[config.mk]
export PLATFORM = sky130hd
export DESIGN_NAME = rsup_supervisor
export DESIGN_NICKNAME = d
export VERILOG_FILES = /design/src/rtl/rsup_pkg.sv /design/src/rtl/rsup_sync.sv /design/src/rtl/rsup_glitch.sv /design/src/rtl/rsup_debounce.sv /design/src/rtl/rsup_timer.sv /design/src/rtl/rsup_supervisor.sv
export SDC_FILE = /design/constraint.sdc
export NUM_CORES = 1
export LEC_CHECK = 0
export BUFFER_PORTS_ARGS = -buffer_cell sky130_fd_sc_hd__buf_4
export CORE_MARGIN = 3
export CORE_UTILIZATION = 56
export DETAILED_ROUTE_END_ITERATION = 8
export GPL_TIMING_DRIVEN = 0
export PLACE_DENSITY = 0.76
export REMOVE_ABC_BUFFERS = 1
export SYNTH_ARGS = -nofsm -noshare
export SYNTH_HDL_FRONTEND = slang
export SYNTH_SLANG_ARGS = --single-unit
export TNS_END_PERCENT = 50
[constraint.sdc]
create_clock -name clk_i -period 1.9 [get_ports clk_i]
set_input_delay 0.19 -clock clk_i [delete_from_list [all_inputs] [get_ports clk_i]]
set_output_delay 0.19 -clock clk_i [all_outputs]
set_load 0.005 [all_outputs]
[src/rtl/rsup_pkg.sv]
package rsup_pkg;

   typedef struct packed {
      logic man;
      logic sup;
   } rsup_cause_t;

   function automatic int unsigned cnt_w(input longint unsigned max_val);
      return (max_val < 2) ? 1 : $clog2(max_val + 1);
   endfunction

endpackage

[src/rtl/rsup_sync.sv]
module rsup_sync #(
   parameter int         W       = 1,
   parameter int         STAGES  = 2,
   parameter logic [W-1:0] RST_VAL = '0
) (
   input  logic         clk_i,
   input  logic         por_n_i,
   input  logic [W-1:0] d_i,
   output logic [W-1:0] q_o
);

   logic [W-1:0] stg_q [STAGES];

   always_ff @(posedge clk_i or negedge por_n_i) begin
      if (!por_n_i) begin
         for (int i = 0; i < STAGES; i++) stg_q[i] <= RST_VAL;
      end else begin
         stg_q[0] <= d_i;
         for (int i = 1; i < STAGES; i++) stg_q[i] <= stg_q[i-1];
      end
   end

   assign q_o = stg_q[STAGES-1];

endmodule

[src/rtl/rsup_glitch.sv]
module rsup_glitch #(
   parameter int GLITCH_CYC = 5
) (
   input  logic clk_i,
   input  logic por_n_i,
   input  logic lvl_i,
   output logic fault_o
);

   generate
      if (GLITCH_CYC == 0) begin : g_bypass
         always_ff @(posedge clk_i or negedge por_n_i) begin
            if (!por_n_i) fault_o <= 1'b0;
            else          fault_o <= lvl_i;
         end
      end else begin : g_filter
         localparam int CW = rsup_pkg::cnt_w(GLITCH_CYC);
         logic [CW-1:0] cnt_q;

         always_ff @(posedge clk_i or negedge por_n_i) begin
            if (!por_n_i) begin
               cnt_q   <= '0;
               fault_o <= 1'b0;
            end else if (!lvl_i) begin
               cnt_q   <= '0;
               fault_o <= 1'b0;
            end else if (cnt_q == CW'(GLITCH_CYC)) begin
               fault_o <= 1'b1;
            end else begin
               cnt_q <= cnt_q + 1'b1;
            end
         end
      end
   endgenerate

endmodule

[src/rtl/rsup_debounce.sv]
module rsup_debounce #(
   parameter int DEB_CYC = 4
) (
   input  logic clk_i,
   input  logic por_n_i,
   input  logic raw_i,
   output logic lvl_o
);

   localparam int CW = rsup_pkg::cnt_w(DEB_CYC);

   logic [CW-1:0] cnt_q;

   always_ff @(posedge clk_i or negedge por_n_i) begin
      if (!por_n_i) begin
         cnt_q <= '0;
         lvl_o <= 1'b1;
      end else if (raw_i == lvl_o) begin
         cnt_q <= '0;
      end else if (cnt_q == CW'(DEB_CYC - 1)) begin
         cnt_q <= '0;
         lvl_o <= raw_i;
      end else begin
         cnt_q <= cnt_q + 1'b1;
      end
   end

endmodule

[src/rtl/rsup_timer.sv]
module rsup_timer #(
   parameter int TMO_CYC = 20
) (
   input  logic              clk_i,
   input  logic              por_n_i,
   input  logic              sup_i,
   input  logic              man_i,
   output logic              rst_o,
   output logic              rst_n_o,
   output rsup_pkg::rsup_cause_t cause_o
);

   localparam int CW = rsup_pkg::cnt_w(TMO_CYC);

   logic [CW-1:0] cnt_q;
   logic          any_cause;
   logic          any_cause_q;

   assign any_cause = sup_i | man_i;

   always_ff @(posedge clk_i or negedge por_n_i) begin
      if (!por_n_i) begin
         cnt_q   <= '0;
         rst_o   <= 1'b1;
         rst_n_o <= 1'b0;
      end else if (any_cause) begin
         cnt_q   <= '0;
         rst_o   <= 1'b1;
         rst_n_o <= 1'b0;
      end else if (rst_o) begin
         if (cnt_q == CW'(TMO_CYC - 1)) begin
            cnt_q   <= '0;
            rst_o   <= 1'b0;
            rst_n_o <= 1'b1;
         end else begin
            cnt_q <= cnt_q + 1'b1;
         end
      end
   end

   always_ff @(posedge clk_i or negedge por_n_i) begin
      if (!por_n_i) begin
         any_cause_q <= 1'b0;
         cause_o     <= '0;
      end else begin
         any_cause_q <= any_cause;
         if (any_cause && !any_cause_q) begin
            cause_o.man <= man_i;
            cause_o.sup <= sup_i;
         end
      end
   end

endmodule

[src/rtl/rsup_supervisor.sv]
module rsup_supervisor #(
   parameter int TMO_CYC     = 7000000,
   parameter int GLITCH_CYC  = 1000,
   parameter int DEB_CYC     = 50000,
   parameter int SYNC_STAGES = 2
) (
   input  logic       clk_i,
   input  logic       por_n_i,
   input  logic       supply_low_i,
   input  logic       man_rst_n_i,
   output logic       sys_rst_n_o,
   output logic       sys_rst_o,
   output logic [1:0] cause_o
);

   generate
      if (TMO_CYC < 1) begin : g_bad_tmo
         $error("rsup_supervisor: TMO_CYC must be at least 1");
      end
      if (GLITCH_CYC < 0) begin : g_bad_glitch
         $error("rsup_supervisor: GLITCH_CYC must not be negative");
      end
      if (DEB_CYC < 1) begin : g_bad_deb
         $error("rsup_supervisor: DEB_CYC must be at least 1");
      end
      if (SYNC_STAGES < 2) begin : g_bad_sync
         $error("rsup_supervisor: SYNC_STAGES must be at least 2");
      end
   endgenerate

   logic [1:0]            raw_in;
   logic [1:0]            syn_in;
   logic                  sup_fault;
   logic                  man_lvl;
   rsup_pkg::rsup_cause_t cause_s;

   assign raw_in = {man_rst_n_i, supply_low_i};

   rsup_sync #(
      .W       (2),
      .STAGES  (SYNC_STAGES),
      .RST_VAL (2'b10)
   ) sync_i (
      .clk_i   (clk_i),
      .por_n_i (por_n_i),
      .d_i     (raw_in),
      .q_o     (syn_in)
   );

   rsup_glitch #(
      .GLITCH_CYC (GLITCH_CYC)
   ) glitch_i (
      .clk_i   (clk_i),
      .por_n_i (por_n_i),
      .lvl_i   (syn_in[0]),
      .fault_o (sup_fault)
   );

   rsup_debounce #(
      .DEB_CYC (DEB_CYC)
   ) deb_i (
      .clk_i   (clk_i),
      .por_n_i (por_n_i),
      .raw_i   (syn_in[1]),
      .lvl_o   (man_lvl)
   );

   rsup_timer #(
      .TMO_CYC (TMO_CYC)
   ) timer_i (
      .clk_i   (clk_i),
      .por_n_i (por_n_i),
      .sup_i   (sup_fault),
      .man_i   (~man_lvl),
      .rst_o   (sys_rst_o),
      .rst_n_o (sys_rst_n_o),
      .cause_o (cause_s)
   );

   assign cause_o = cause_s;

endmodule

==> metrics.cfg, run 1 <==
[place]
place.gp.congestion = 0.7593
place_area_um2 = 3142
place_hpwl_mm = 3.670
dp.cells = 377
io_buffers = 7

[worst_setup_path]
path_buf_inv = 2
worstSetupStartpointType = register
ff2ff_setup_slack_ps = -170
crit_path_cell_trace = or4b_4, nor4_4, buf_4, buf_6, a22oi_2, o21ai_1, a21oi_1
crit_arrival_ps = 2280
worstReg2RegStart = timer_i.cnt_q[13]
critical_path.max_fanout = 4
r2r_end = timer_i.cnt_q[17]
startpoint = timer_i.cnt_q[13]
critical_path.max_stage_delay_ps = 590
end_kind = register
crit_slowest_cell = or4b_4
critPathTopFamily = simple AND/OR/NAND/NOR gates
cp.required_ps = 2110
setup.worst_path.end = timer_i.cnt_q[17]
reg2reg_depth = 7
path_class = reg -> reg
path_depth = 7

[layout]
finish.utilization_pct = 70.96
drive_above_1_share_pct = 23.48
mostFrequentLayoutCells = 52 x dfrtp_1, 30 x nor2_1, 24 x nand3_1
layout.cells.non_filler = 415
final_nets = 348
area_growth_pct = 20.54
nFillCells = 361
seqCellArea_um2 = 1515
final_common_cell = dfrtp_1
diodes = 0
multiInputGateArea_um2 = 1590
final_area_um2 = 3694

[floorplan]
num_io_pins = 8
design.core.area_um2 = 5205
start_util_pct = 58.87
num_rows = 26
die_w_um = 79.97
die_y_um = 79.97
die_area_um2 = 6395

[timing]
final_max_slew_viol_count = 0
setup_viol = 23
slew_headroom_pct = 51.25
fin_crit_sh_pct = 108.9
period_needed_ps = 2070
setup_tns_ps = -1863
worst_slew_pin_slew_ps = 731.2
finalHoldViolCount = 0
clock_skew_ps = 10.94
fin_ws_ps = -169.7
rsz0062_at_grt = yes
fmax_mhz = 483.2

[clock_network]
clock-sinks = 60
cts_tree = done
h-tree-depth = 3
clockBufferDepth = 2
cts_made_buffers = 9
clk_latency_ps = 350
clk_pin_slew_ps = 70
cts_root_buf = clkbuf_8

[global_routing]
overflow = 0
grtUsageTotal_pct = 23.40
antenna_found_initial = 0
grt_max_degree = 61
grt_pass1_wl_mm = 11.53
first_global_vias = 2437

[drt]
postRouteWirelength_mm = 7.129
via_per_inst = 6.161
drc = 0
wire_per_inst_um = 17.18
drt_pass1_iterations = 5
num_vias = 2557
ant_nets = 0
drt_iter0_markers = 245

[synth]
synth_area_leaders = dfrtp_1 46%, xor2_1 4.3%, a21oi_1 4.1%
ys_seq_elements = 60
synth_edf_count = 0
synth_top_area_cell = dfrtp_1
synth.yosys.seq_area_share_pct = 49.16
synth_area_um2 = 3064
ys.flop_type = dfrtp_1
syn_avg_cell_area_um2 = 9.884
synth_top_area_share_pct = 45.73
async_flop_share_pct = 100.0
yosysWarnings = 0
syn_inst = 310
ys_types = 46

[power_and_ir_drop]
internal-power_mw = 2.060
power_density_nw_per_um2 = 721.4
p_seq_share_pct = 49.1
power_frac_comb_pct = 2.5
p_clk_share_pct = 48.4
p_leak_nw = 1.531
power_switching_share_pct = 22.67
netSwitchingPower_mw = 0.6040
irDropWorstVdd_v = 0.0007465

[hold_path]
min_path_type = reg -> reg

[job]
maxCapViolCount = 0

[run_status]
status = finished with violations
violations = setup timing

## layout make-up
| cell class | count | area share (%) |
|---|---|---|
| clock buffers | 9 | 3.354 |
| multi-input cells | 233 | 43.06 |
| repair inverters | 2 | 0.2710 |
| clock inverters | 7 | 2.676 |
| inverters | 8 | 1.016 |
| repair buffers | 26 | 6.233 |
| flip-flops and latches | 60 | 41.02 |
| well taps | 70 | 2.371 |
## sequential cells by signal, summed over array words and instances, names as in the netlist
| name | cells |
|---|---|
| sync_i.stg_q | 2 |
| timer_i.rst_o | 1 |
| glitch_i.g_filter.cnt_q | 10 |
| glitch_i.fault_o | 1 |
| timer_i.any_cause_q | 1 |
| deb_i.cnt_q | 16 |
| timer_i.cause_o | 2 |
| sync_i.q_o | 2 |
| timer_i.cnt_q | 23 |
| deb_i.lvl_o | 1 |
| timer_i.rst_n_o | 1 |
## worst min-delay path by stage
stage	start	end	cells after the start
2_1_floorplan	por_n_i	deb_i.cnt_q[0]	0
5_1_grt	sync_i.stg_q[3]	sync_i.q_o[1]	0
6_report	sync_i.stg_q[2]	sync_i.q_o[0]	0
3_3_place_gp	por_n_i	timer_i.cnt_q[13]	1
3_5_place_dp	por_n_i	timer_i.cnt_q[17]	1
4_1_cts	sync_i.stg_q[2]	sync_i.q_o[0]	0
## cells in the mapped netlist, drive strengths merged (2+ instances only)
library cell / instances
a21oi: 26
a22oi: 5
a32oi: 4
and2: 9
and3: 6
and4: 2
buf: 5
clkbuf: 5
dfrtp: 56
dfstp: 4
ha: 4
inv: 8
mux2i: 2
nand2: 22
nand3: 25
nand3b: 4
nand4: 9
nand4b: 6
nor2: 30
nor2b: 2
nor3: 6
nor4: 9
o21ai: 21
or3: 3
or4b: 2
xnor2: 10
xor2: 15
## what timing repair did
action | CTS | global route
cloned | 3 | 0
hold buffers | 3 | 0
setup buffers | 10 | 6
pin swaps | 14 | 28
gates resized for setup | 21 | 22
setup endpoints to repair | 24 | 38
endpoints found under the hold margin | 58 | 0
## logic make-up after synthesis
group	Yosys count	synth area share, %
and+or+nand+nor	139	26.54
AOI/OAI and AO/OA	61	11.47
DFF	60	49.16
xor gates and xnor gates	25	7.146
buffers and inverters	18	3.022
adders and majority gates	4	1.633
muxes	3	1.021
## stage by stage
step / setup slack, ps / hold WS [ps] / total power [mW]
finish: -169.7 / 356.4 / 2.665
global route: -192.3 / 362.2 / 2.758
detailed placement: -640.0 / 299.5 / 1.393
global placement: -617.7 / 299.1 / 1.393
floorplan: -223.6 / -105.6 / 1.356
CTS: -109.0 / 360.6 / 2.681
## power groups by stage
| stage | combinational (mW) | clock [mW] | sequential, mW |
|---|---|---|---|
| after CTS | 0.0683 | 1.30 | 1.31 |
| after floorplan | 0.0266 | 0 | 1.33 |
| after global placement | 0.0605 | 0 | 1.33 |
| after global routing | 0.0792 | 1.37 | 1.31 |
| final | 0.0669 | 1.29 | 1.31 |
| after detailed placement | 0.0606 | 0 | 1.33 |
## per-layer routing
| metal | GRT usage, % | vias to the layer above | wire (um) |
|---|---|---|---|
| li1 | - | 1182 | - |
| met1 | 31.83 | 1237 | 3131 |
| met2 | 35.02 | 116 | 3339 |
| met3 | 7.223 | 22 | 463 |
| met4 | 8.953 | 0 | 195 |
| met5 | 0 | - | 0 |
Note: power is estimated with default switching activity, not from simulation.
==> run 2, diff against run 1 <==
SYNTH_HIERARCHICAL = 1   (was default)
==> metrics.cfg, run 2 <==
[worst_setup_path]
worstReg2RegStart = timer_i/cnt_q[13]  ; was timer_i.cnt_q[13]
reg2reg_depth = 5  ; was 7
worstSetupStartpointType = register  ; unchanged
ff2ff_setup_slack_ps = 40  ; was -170 ps
r2r_end = timer_i/cnt_q[13]  ; was timer_i.cnt_q[17]
cp.required_ps = 2140  ; was 2110 ps
critical_path.max_fanout = 7  ; was 4
end_kind = register  ; unchanged
crit_arrival_ps = 2100  ; was 2280 ps
path_class = reg -> reg  ; unchanged

[drt]
num_vias = 2356  ; was 2557
drt_iter0_markers = 90  ; was 245
ant_nets = 0  ; unchanged
postRouteWirelength_mm = 6.255  ; was 7.129 mm
via_per_inst = 5.650  ; was 6.161
drc = 0  ; unchanged
drt_pass1_iterations = 4  ; was 5
wire_per_inst_um = 15.00  ; was 17.18 um

[clock_network]
cts_made_buffers = 9  ; unchanged
clk_pin_slew_ps = 70  ; about the same
cts_tree = done  ; unchanged
h-tree-depth = 3  ; unchanged
clk_latency_ps = 350  ; about the same
clock-sinks = 60  ; unchanged
clockBufferDepth = 2  ; unchanged
cts_root_buf = clkbuf_8  ; unchanged

[layout]
largest_register = timer_i/cnt_q  ; was timer_i.cnt_q
mostFrequentLayoutCells = 51 x dfrtp_1, 37 x nor2_1, 30 x nand2_1  ; was 52 x dfrtp_1, 30 x nor2_1, 24 x nand3_1
largestRegisters = timer_i/cnt_q (23), deb_i/cnt_q (16), glitch_i/g_filter.cnt_q (10)  ; was timer_i.cnt_q (23), deb_i.cnt_q (16), glitch_i.g_filter.cnt_q (10)
final_nets = 350  ; was 348
diodes = 0  ; unchanged
final_common_cell = dfrtp_1  ; unchanged
drive_above_1_share_pct = 21.33  ; was 23.48%
layout.cells.non_filler = 417  ; was 415
area_growth_pct = 14.77  ; was 20.54%
finish.utilization_pct = 68.26  ; was 70.96%
largest_register_ffs = 23  ; unchanged

[power_and_ir_drop]
irDropWorstVdd_v = 0.0005187  ; was 0.0007465 V
p_leak_nw = 1.410  ; was 1.531 nW
power_density_nw_per_um2 = 677.4  ; was 721.4 nW/um^2
finalPower_mw = 2.437  ; was 2.665 mW

[timing]
period_needed_ps = 1863  ; was 2070 ps
fmax_mhz = 536.7  ; was 483.2 MHz
clock_skew_ps = 7.449  ; was 10.94 ps
hold_ws_ps = 365.3  ; was 356.4 ps
rsz0062_at_grt = yes  ; unchanged
final_max_slew_viol_count = 0  ; unchanged
setup_tns_ps = 0  ; was -1863 ps
setup_viol = 0  ; was 23
fin_crit_sh_pct = 98.07  ; was 108.9%
slew_headroom_pct = 50.48  ; was 51.25%
finalHoldViolCount = 0  ; unchanged
worst_slew_pin_slew_ps = 742.8  ; was 731.2 ps

[global_routing]
first_global_vias = 2350  ; was 2437
grt_pass1_wl_mm = 10.63  ; was 11.53 mm
overflow = 0  ; unchanged
grt_max_degree = 61  ; unchanged
antenna_found_initial = 0  ; unchanged
grtUsageTotal_pct = 21.46  ; was 23.40%

[floorplan]
die_y_um = 80.81  ; was 79.97 um
start_util_pct = 59.47  ; was 58.87%
die_w_um = 80.81  ; was 79.97 um
design.core.area_um2 = 5270  ; was 5205 um^2
die_area_um2 = 6530  ; was 6395 um^2
num_io_pins = 8  ; unchanged
num_rows = 26  ; unchanged

[synth]
synth_top_area_share_pct = 44.71  ; was 45.73%
syn_inst = 317  ; was 310
synth_common_cells = 56 x dfrtp_1, 38 x nor2_1, 32 x nand2_1  ; was 56 x dfrtp_1, 30 x nor2_1, 25 x a21oi_1
synth_area_um2 = 3134  ; was 3064 um^2
synth_edf_count = 0  ; unchanged
syn_avg_cell_area_um2 = 9.887  ; was 9.884 um^2
yosysWarnings = 6  ; was 0
async_flop_share_pct = 100.0  ; unchanged
synth_top_area_cell = dfrtp_1  ; unchanged
synth.most_common_cell = dfrtp_1  ; unchanged
synth.yosys.seq_area_share_pct = 48.06  ; was 49.16%
synth_area_leaders = dfrtp_1 45%, nor2_1 4.6%, xnor2_1 4.2%  ; was dfrtp_1 46%, xor2_1 4.3%, a21oi_1 4.1%
ys_seq_elements = 60  ; unchanged
ys_types = 55  ; was 46
ys.flop_type = dfrtp_1  ; unchanged

[hold_path]
hp-start = sync_i/stg_q[3]  ; was sync_i.stg_q[2]
hold_depth = 0  ; unchanged
min_path_type = reg -> reg  ; unchanged
holdPathEnd = sync_i/q_o[1]  ; was sync_i.q_o[0]

[place]
place_hpwl_mm = 3.876  ; was 3.670 mm
place.gp.congestion = 0.8523  ; was 0.7593
io_buffers = 7  ; unchanged
dp.cells = 383  ; was 377

[run_status]
status = completed  ; was finished with violations

[job]
maxCapViolCount = 0  ; unchanged

## run 2: cell count changes after synthesis, sizes merged, moves of 5 or more
cell,previous run,this run
and2,9,2
nor2,30,38
nand4b,6,1
nand4,9,16
nand3,25,19
o21ai,21,11
xnor2,10,15
a21oi,26,13
nand2,22,34
## run 2: routing by layer
metal	up-vias	share of wire, %	track usage (%)	routed length [um]
met5	-	0	0	0
met4	0	1.6	8.784	102
met3	10	5.4	6.874	336
met2	47	49	35.71	3057
met1	1122	44	25.72	2758
li1	1177	-	-	-
## run 2: worst max-delay path, cell delays in order (launching register included)
cell and delay (ps):
dfrtp_2 440, or4_4 540, nor3_4 270, nand2_1 130, a21o_1 170, a31o_1 200
## run 2: what timing repair did
action | in CTS | in global routing
gates cloned | 0 | 0
hold buffers | 3 | 0
buffers inserted | 6 | 9
hold endpoints to repair | 58 | 0
pin swaps | 4 | 4
setup endpoints to repair | 30 | 39
gates resized for setup | 9 | 9
## run 2: worst max path at each step
| stage | from | endpoint | slack [ps] | depth (start not counted) |
|---|---|---|---|---|
| 2_1_floorplan | deb_i/cnt_q[10] | deb_i/lvl_o | 50 | 3 |
| 3_3_place_gp | deb_i/lvl_o | timer_i/cnt_q[11] | -210 | 7 |
| 3_5_place_dp | deb_i/lvl_o | timer_i/cnt_q[9] | -270 | 7 |
| 4_1_cts | timer_i/cnt_q[13] | timer_i/cnt_q[10] | -30 | 5 |
| 5_1_grt | timer_i/rst_o | timer_i/cnt_q[10] | -70 | 5 |
| 6_report | timer_i/cnt_q[13] | timer_i/cnt_q[13] | 40 | 5 |
## run 2: cell type report
| class | instances | area [um^2] |
|---|---|---|
| Clock inverter | 6 | 47.55 |
| Sequential cell | 60 | 1513 |
| Clock buffer | 10 | 137.6 |
| Tap cell | 70 | 87.58 |
| Multi-Input combinational cell | 236 | 1575 |
| Timing Repair Buffer | 25 | 195.2 |
| Inverter | 10 | 41.29 |
| Fill cell | 425 | 1673 |
## run 2: cell families (layout without fill, tap and decap cells)
logic type / after synthesis / after routing / share of synthesized area, %
AOI/OAI and AO/OA: 40 / 40 / 7.825
xor gates and xnor gates: 29 / 29 / 8.104
adders and majority gates: 4 / 4 / 1.597
buffers and inverters: 21 / 51 / 3.313
DFF: 60 / 60 / 48.06
muxes: 5 / 5 / 1.796
and+or+nand+nor: 158 / 158 / 29.30
## run 2: report_power, final
group	total (mW)	internal (mW)	switching [mW]
Combinational	0.0697	0.0226	0.0471
Clock	1.06	0.516	0.540
Sequential	1.31	1.29	0.0179
## run 2: metrics by stage
stage,worst slack [ps],instance area [um^2]
6_report,36.68,3597
5_1_grt,-66.92,3597
4_1_cts,-30.79,3495
3_5_place_dp,-267.0,3208
3_3_place_gp,-206.9,3208
2_1_floorplan,46.97,3068
